File: src/rtl/tmr_pkg.sv
package tmr_pkg;
  localparam logic [2:0] ADR_CNT  = 3'd0;
  localparam logic [2:0] ADR_MODE = 3'd1;
  localparam logic [2:0] ADR_IEN  = 3'd2;
  localparam logic [2:0] ADR_FLG  = 3'd3;
  localparam logic [2:0] ADR_GRA  = 3'd4;
  localparam int unsigned GR_MAX  = 3;
  localparam int unsigned MODE_W  = GR_MAX * 3;
endpackage

File: src/rtl/tmr_cap_sync.sv
module tmr_cap_sync (
  input  logic       clk_i,
  input  logic       rst_ni,
  input  logic       pin_i,
  input  logic [1:0] edge_sel_i,
  output logic       edge_o
);
  logic s1_q, s2_q, prev_q;
  always_ff @(posedge clk_i or negedge rst_ni) begin
    if (!rst_ni) begin
      s1_q <= 1'b0; s2_q <= 1'b0; prev_q <= 1'b0;
    end else begin
      s1_q <= pin_i; s2_q <= s1_q; prev_q <= s2_q;
    end
  end
  assign edge_o = (edge_sel_i[0] & s2_q & ~prev_q) | (edge_sel_i[1] & ~s2_q & prev_q);
endmodule

File: src/rtl/tmr_flag_slice.sv
module tmr_flag_slice #(
  parameter int unsigned CNT_W = 16
) (
  input  logic             clk_i,
  input  logic             rst_ni,
  input  logic [CNT_W-1:0] cnt_i,
  input  logic             cmp_mode_i,
  input  logic [1:0]       edge_sel_i,
  input  logic             cap_pin_i,
  input  logic             gr_we_i,
  input  logic [CNT_W-1:0] wdata_i,
  input  logic             flag_rd_i,
  input  logic             flag_wr_i,
  input  logic             flag_wbit_i,
  input  logic             ack_i,
  input  logic             noclr_i,
  output logic [CNT_W-1:0] gr_o,
  output logic             flag_o,
  output logic             arm_o
);
  logic cap_edge, set_evt, clr_req, flag_d;
  logic [CNT_W-1:0] gr_q;
  logic flag_q, arm_q;

  tmr_cap_sync u_sync (
    .clk_i(clk_i), .rst_ni(rst_ni), .pin_i(cap_pin_i),
    .edge_sel_i(edge_sel_i), .edge_o(cap_edge)
  );

  assign set_evt = cmp_mode_i ? (cnt_i == gr_q) : cap_edge;
  assign clr_req = (flag_wr_i & ~flag_wbit_i & arm_q) | (ack_i & ~noclr_i);
  // event beats clear so nothing is lost
  assign flag_d  = set_evt | (flag_q & ~clr_req);

  always_ff @(posedge clk_i or negedge rst_ni) begin
    if (!rst_ni) begin
      gr_q <= '0; flag_q <= 1'b0; arm_q <= 1'b0;
    end else begin
      if (!cmp_mode_i && cap_edge) gr_q <= cnt_i;
      else if (gr_we_i)            gr_q <= wdata_i;
      flag_q <= flag_d;
      if (flag_q && !flag_d)         arm_q <= 1'b0;
      else if (flag_rd_i && flag_q)  arm_q <= 1'b1;
    end
  end

  assign gr_o   = gr_q;
  assign flag_o = flag_q;
  assign arm_o  = arm_q;
endmodule

File: src/rtl/tmr_chan_flags.sv
module tmr_chan_flags
  import tmr_pkg::*;
#(
  parameter int unsigned CNT_W = 16,
  parameter bit          HAS_C = 1'b1
) (
  input  logic             clk_i,
  input  logic             rst_ni,
  input  logic [2:0]       bus_addr_i,
  input  logic             bus_wr_i,
  input  logic             bus_rd_i,
  input  logic [CNT_W-1:0] bus_wdata_i,
  output logic [CNT_W-1:0] bus_rdata_o,
  input  logic [2:0]       cap_i,
  input  logic [2:0]       xfer_ack_i,
  input  logic             xfer_noclr_i,
  output logic [2:0]       irq_o
);
  localparam int unsigned NREG = HAS_C ? 3 : 2;

  logic [CNT_W-1:0]          cnt_q;
  logic [MODE_W-1:0]         mode_q;
  logic [GR_MAX-1:0]         ien_q;
  logic [GR_MAX-1:0]         flag_q, arm;
  logic [GR_MAX-1:0][CNT_W-1:0] gr;
  logic wr_flg, rd_flg;

  assign wr_flg = bus_wr_i && (bus_addr_i == ADR_FLG);
  assign rd_flg = bus_rd_i && (bus_addr_i == ADR_FLG);

  always_ff @(posedge clk_i or negedge rst_ni) begin
    if (!rst_ni) begin
      cnt_q <= '0; mode_q <= '0; ien_q <= '0;
    end else begin
      if (bus_wr_i && bus_addr_i == ADR_CNT) cnt_q <= bus_wdata_i;
      else                                   cnt_q <= cnt_q + 1'b1;
      if (bus_wr_i && bus_addr_i == ADR_MODE) mode_q <= bus_wdata_i[MODE_W-1:0];
      if (bus_wr_i && bus_addr_i == ADR_IEN)  ien_q  <= bus_wdata_i[GR_MAX-1:0];
    end
  end

  for (genvar i = 0; i < GR_MAX; i++) begin : g_gr
    if (i < NREG) begin : g_on
      tmr_flag_slice #(.CNT_W(CNT_W)) u_slice (
        .clk_i      (clk_i),
        .rst_ni     (rst_ni),
        .cnt_i      (cnt_q),
        .cmp_mode_i (mode_q[i]),
        .edge_sel_i (mode_q[GR_MAX+2*i +: 2]),
        .cap_pin_i  (cap_i[i]),
        .gr_we_i    (bus_wr_i && bus_addr_i == ADR_GRA + 3'(i)),
        .wdata_i    (bus_wdata_i),
        .flag_rd_i  (rd_flg),
        .flag_wr_i  (wr_flg),
        .flag_wbit_i(bus_wdata_i[i]),
        .ack_i      (xfer_ack_i[i]),
        .noclr_i    (xfer_noclr_i),
        .gr_o       (gr[i]),
        .flag_o     (flag_q[i]),
        .arm_o      (arm[i])
      );
    end else begin : g_off
      assign gr[i]     = '0;
      assign flag_q[i] = 1'b0;
      assign arm[i]    = 1'b0;
    end
  end

  assign irq_o = flag_q & ien_q;

  always_comb begin
    bus_rdata_o = '0;
    if (bus_rd_i) begin
      case (bus_addr_i)
        ADR_CNT:  bus_rdata_o = cnt_q;
        ADR_MODE: bus_rdata_o[MODE_W-1:0] = mode_q;
        ADR_IEN:  bus_rdata_o[GR_MAX-1:0] = ien_q;
        ADR_FLG:  bus_rdata_o[GR_MAX-1:0] = flag_q;
        3'd4:     bus_rdata_o = gr[0];
        3'd5:     bus_rdata_o = gr[1];
        3'd6:     bus_rdata_o = gr[2];
        default:  bus_rdata_o = '0;
      endcase
    end
  end
endmodule

File: config.mk
export PLATFORM = sky130hd
export DESIGN_NAME = tmr_chan_flags
export DESIGN_NICKNAME = d
export VERILOG_FILES = /design/src/rtl/tmr_pkg.sv /design/src/rtl/tmr_cap_sync.sv /design/src/rtl/tmr_flag_slice.sv /design/src/rtl/tmr_chan_flags.sv
export SDC_FILE = /design/constraint.sdc
export NUM_CORES = 1
export LEC_CHECK = 0
export BUFFER_PORTS_ARGS = -buffer_cell sky130_fd_sc_hd__buf_2
export CAP_MARGIN = 20
export CORE_ASPECT_RATIO = 2
export CORE_MARGIN = 8
export CORE_UTILIZATION = 45
export DETAILED_ROUTE_END_ITERATION = 6
export PLACE_DENSITY_LB_ADDON = 0.12
export RECOVER_POWER = 25
export SLEW_MARGIN = 20
export SYNTH_ARGS = -nofsm -noshare
export SYNTH_HDL_FRONTEND = slang
export SYNTH_SLANG_ARGS = --single-unit
File: constraint.sdc
create_clock -name clk_i -period 1.7 [get_ports clk_i]
set_input_delay 0.085 -clock clk_i [delete_from_list [all_inputs] [get_ports clk_i]]
set_output_delay 0.085 -clock clk_i [all_outputs]
set_load 0.01 [all_outputs]
# == Word level (Yosys, flattened, before mapping) ==
# Cells that the tools add are included.
# op_classes
bitwise_logic,47
add_sub_neg,1
n_mux,20
n_eq_ne,9
n_reduce_logical,30
# ops
cell,n
$mux 16,8
$eq 16x16->1,3
$pmux 6 s5,1
$pmux 7 s4,1
$and 1x1->1,24
$pmux 3 s7,1
$logic_and 1x1->1,17
$add 16x1->16 const B,1
$not 1->1,13
$reduce_bool 2->1,6
$eq 3x3->1 const B,3
$mux 1,9
$or 1x1->1,9
$eq 3x2->1 const B,2
$logic_not 1->1,6
$and 3x3->3,1
$eq 3x1->1 const B,1
$logic_not 3->1,1
# word_totals
regBits,91
input_bits,30
wordCells,128

# == Longest topological paths before layout ==
# logic_depth
ltp_word,11
ltp_mapped,7

# == Modules after synthesis ==
# From an unflattened synthesis, not the netlist that was laid out.
# unflattened
cells_unflattened,577
hier_area_um2,5506.5
# modules_own_cells
module,cells_per_inst,seq_area_each_um2,n_inst,area_per_inst_um2
tmr_flag_slice,104,450.4,3,1006.0
tmr_chan_flags,247,700.7,1,2203.4
tmr_cap_sync,6,75.1,3,95.1

# == Least setup slack after synthesis ==
# Ideal clock, no wire load.
# synth_path
path_type,flip-flop to flip-flop
from,reg cnt_q[0]
to,reg cnt_q[10]
t_arrival_ns,1.307
setup_time_ns,0.130
path_slack_ns,0.264
synth_period_minus_slack_ns,1.436
path_buffers,0
stages_incl_launch_ff,7
cell_sequence,dfrtp_1 > ha_1 > and3_1 > and4_1 > nand4_1 > xor2_1 > o21ai_1
# synth_between
elab_chain_len,2
# synth_lines
element,line_no,source
"start, declared",tmr_chan_flags.sv:21,logic [CNT_W-1:0] cnt_q;
"start signal, assigned",tmr_chan_flags.sv:35,if (bus_wr_i && bus_addr_i == ADR_CNT) cnt_q <= bus_wdata_i;
"start signal, assigned",tmr_chan_flags.sv:36,else cnt_q <= cnt_q + 1'b1;
$add 16x1->16,tmr_chan_flags.sv:36,
$mux 16,tmr_chan_flags.sv:35,
# No other way between the ends.
# A chain may end at the register's enable or synchronous reset.

# == Final worst setup path ==
# layout_path
from,reg cnt_q[2]
to,out bus_rdata_o[2]
# layout_between
elab_chain_len,2
# layout_lines
element,line_no,source
$pmux 3 s7,tmr_chan_flags.sv:74,case (bus_addr_i)
$mux 16,tmr_chan_flags.sv:73,if (bus_rd_i) begin
"end, declared",tmr_chan_flags.sv:13,"output logic [CNT_W-1:0] bus_rdata_o,"
# No other way between the ends.

==> reports/results.ini <==
[outcome]
status = finished, violations left
violations = setup timing

[min_path]
hold_depth = 3
hold_path_end = cnt_q[11]$_DFF_PN0_
min_path_type = input port to register
hp-start = bus_wdata_i[11]

[yosys]
synth_top_family_by_area = simple AND/OR/NAND/NOR gates
synth-compound-area-share_pct = 12.71
yosys.area.top_type = dfrtp_1
async_flop_share_pct = 100.0
synth_common_cells = dfrtp_1, mux2i_1, nor2_1, a21oi_1, xnor2_1
yosysTopAreaCellShare_pct = 41.09
synth_nets = 614
yosys_warnings = 0
syn_area_sq_um = 5542
synthDistinctLibCells = 50
synth_fa_ha_area_share_pct = 0.2258
synthMostInstantiatedCell = dfrtp_1
synth_xor_area_share_pct = 9.799
synthTopCellsByArea = dfrtp_1, mux2i_1, xnor2_1
synth_edf_count = 0
syn_inst = 583
ys_ff_latch = 91
synth_simple_gate_area_share_pct = 15.65
synth_seq_area_share_pct = 41.09
synthMuxAreaShare_pct = 14.61
synth_ff_type = dfrtp_1
syn_area_per_cell_sq_um = 9.505

[grt]
grt_max_degree = 35
grt_pass1_vias = 5038
grt.total_usage_pct = 23.20
grt_pass1_wl_microns = 28650
antenna_found_initial = 0
grt_overflow = 0

[setup_path]
cp-start-kind = register
crit_fanout = 2
reg2regPathDepth = 6
cp_data_required_time_ns = 1.62
crit_path_max_incr_delay_ns = 0.44
cp_slowest_cell = mux4_2
reg2reg_slack_ns = 0.03
cp.arrival_ns = 1.67
critPathKind = register to output pin
r2r-end = g_gr[2].g_on.u_slice.arm_o$_DFFE_PN0P_
r2r_start = cnt_q[0]$_DFF_PN0_
path_cells = buf_6 > mux4_2 > o211a_1 > buf_2
worstSetupEndpointType = output pin

[floorplanning]
dieWidth_microns = 94.47
start_util_pct = 45.98
core_area_sq_um = 12050
die_area_sq_um = 16340
io-pin-count = 49
rows = 57
dieHeight_microns = 172.9

[cts]
cts_made_buffers = 9
root_buffer = clkbuf_16
cts.clk_slew.worst_paths_ns = 0.06
clock_latency_ns = 0.34
cts_tree = done
h-tree-depth = 3
cts_buffer_depth = 2
clock_sinks = 91

[timing]
hold_viol = 0
fmax_mhz = 569.6
finClkSkew_ns = 0.006009
rsz0062_at_grt = yes
finalSetupViolCount = 3
setup_tns_ns = -0.06942
worstMarginPinSlew_ns = 0.8478
fin_ws_ns = -0.05551
report.final.slew_viol_count = 0
period_needed_ns = 1.756
period_share_pct = 103.3
relSlewSlack_pct = 43.48

[place]
place.gp.congestion = 0.9637
dp_hpwl_microns = 13420
port-buffer-count = 48

[detailed_routing]
dr.pass1.iters = 5
routed.top_layer = met4
wl_met3_microns = 918
ant_nets = 0
drc = 0
via_per_inst = 5.770
met1_length_microns = 6784
via_count = 4801
dr_wl_met2_microns = 9637
drtIter0Drc = 228
wl_per_cell_microns = 22.14
routed_wl_microns = 18420

[final_layout]
utilization_pct = 57.66
drive_gt1_share_pct = 28.32
area_delta_synth_final_pct = 25.40
seq_area_sq_um = 2286
fillers = 1081
final_nets = 711
multi_input_area_sq_um = 3108
antennaDiodeCount = 0

[pwr]
peakVddDrop_v = 0.0007593
power_w = 0.01098
leakage_nw = 3.134
p_per_area_nw_per_um2 = 1580

[run]
maxCapViolations = 0

==> layout by cell type, fill, tap and decap left out, types with 3 or more instances in the layout <==
| cell type | Yosys | routed |
|---|---|---|
| dfrtp_1 | 91 | 84 |
| buf_4 | 13 | 65 |
| mux2i_1 | 64 | 64 |
| nor2_1 | 63 | 63 |
| a21oi_1 | 62 | 62 |
| buf_2 | 18 | 47 |
| nand2_1 | 42 | 42 |
| xnor2_1 | 52 | 40 |
| o21ai_0 | 24 | 17 |
| mux2_2 | 13 | 13 |
| nand3b_1 | 11 | 11 |
| nand3_1 | 11 | 11 |
| nand4_1 | 11 | 11 |
| xnor2_2 | 0 | 11 |
| xor2_1 | 10 | 10 |
| buf_6 | 3 | 10 |
| and2_1 | 9 | 9 |
| inv_1 | 9 | 9 |
| clkbuf_16 | 0 | 9 |
| o21ai_1 | 1 | 8 |
| dfrtp_2 | 0 | 7 |
| buf_12 | 1 | 7 |
| a21boi_0 | 7 | 6 |
| a22o_1 | 6 | 6 |
| dlygate4sd3_1 | 0 | 5 |
| o211ai_1 | 4 | 4 |
| nor2b_1 | 3 | 3 |
| and3_1 | 4 | 3 |
| o32ai_1 | 3 | 3 |
| nor4_2 | 0 | 3 |
| a41oi_2 | 0 | 3 |
==> critical path: cells and delay by family, from the launching register on <==
family / cells / cell delay [ns]
compound gates: 1 / 0.22
buf+inv: 2 / 0.26
flops: 1 / 0.41
mux: 1 / 0.44
==> cell families after synthesis <==
| group | after synthesis |
|---|---|
| and+or+nand+nor | 172 |
| AOI/OAI and AO/OA | 121 |
| DFF | 91 |
| muxes | 78 |
| xor gates and xnor gates | 62 |
| buffers and inverters | 58 |
| adders and majority gates | 1 |
==> stage by stage <==
step | cell area, sq um | std cells | worst slack (ns) | hold WS (ns)
3_3_place_gp | 6216 | 787 | -0.03876 | 0.04955
4_1_cts | 6764 | 820 | -0.07960 | 0.004697
6_report | 6949 | 832 | -0.05551 | 0.01436
2_1_floorplan | 5542 | 583 | 0.2636 | -0.2106
3_5_place_dp | 6216 | 787 | -0.05655 | 0.05424
5_1_grt | 6949 | 832 | -0.1117 | 0.02415
==> routing by layer <==
metal  vias to the layer above  track usage, %
li1                       2230               -
met1                      2334           25.16
met2                       173           40.06
met3                        64           3.818
met4                         0           14.43
met5                         -               0
==> power breakdown <==
group | switching (W) | internal (W)
combinational | 0.00228 | 0.00257
sequential | 0.00104 | 0.00300
clock | 0.000859 | 0.00123
==> repair_timing <==
item                                   in CTS  in global routing
endpoints found under the hold margin      28                  0
setup endpoints to repair                  11                 21
pin swaps                                   2                 22
setup buffers                              12                 12
hold buffers                                5                  0
gates resized for setup                    24                 24
==> flip-flops by register name, summed over array words and instances (netlist names) <==
name and cells:
g_gr.g_on.u_slice.flag_o 3, mode_q 9, ien_q 3, cnt_q 16
g_gr.g_on.u_slice.u_sync.s1_q 3, g_gr.g_on.u_slice.gr_o 48, g_gr.g_on.u_slice.u_sync.s2_q 3, g_gr.g_on.u_slice.arm_o 3
g_gr.g_on.u_slice.u_sync.prev_q 3
==> area by class of cell <==
type | count | area share, %
repair buffers | 135 | 14.84
flip-flops and latches | 91 | 32.90
well taps | 147 | 2.647
multi-input cells | 434 | 44.72
clock inverters | 3 | 0.6662
inverters | 9 | 0.4861
clock buffers | 13 | 3.745
==> how the worst max path moves through the flow <==
stage	start	endpoint
after floorplan	cnt_q[0]$_DFF_PN0_	cnt_q[10]$_DFF_PN0_
after global routing	cnt_q[0]$_DFF_PN0_	bus_rdata_o[0]
final	cnt_q[2]$_DFF_PN0_	bus_rdata_o[2]
after detailed placement	cnt_q[1]$_DFF_PN0_	g_gr[0].g_on.u_slice.arm_o$_DFFE_PN0P_
after CTS	cnt_q[2]$_DFF_PN0_	bus_rdata_o[2]
after global placement	cnt_q[1]$_DFF_PN0_	g_gr[0].g_on.u_slice.arm_o$_DFFE_PN0P_
Note: power is estimated with default switching activity, not from simulation.
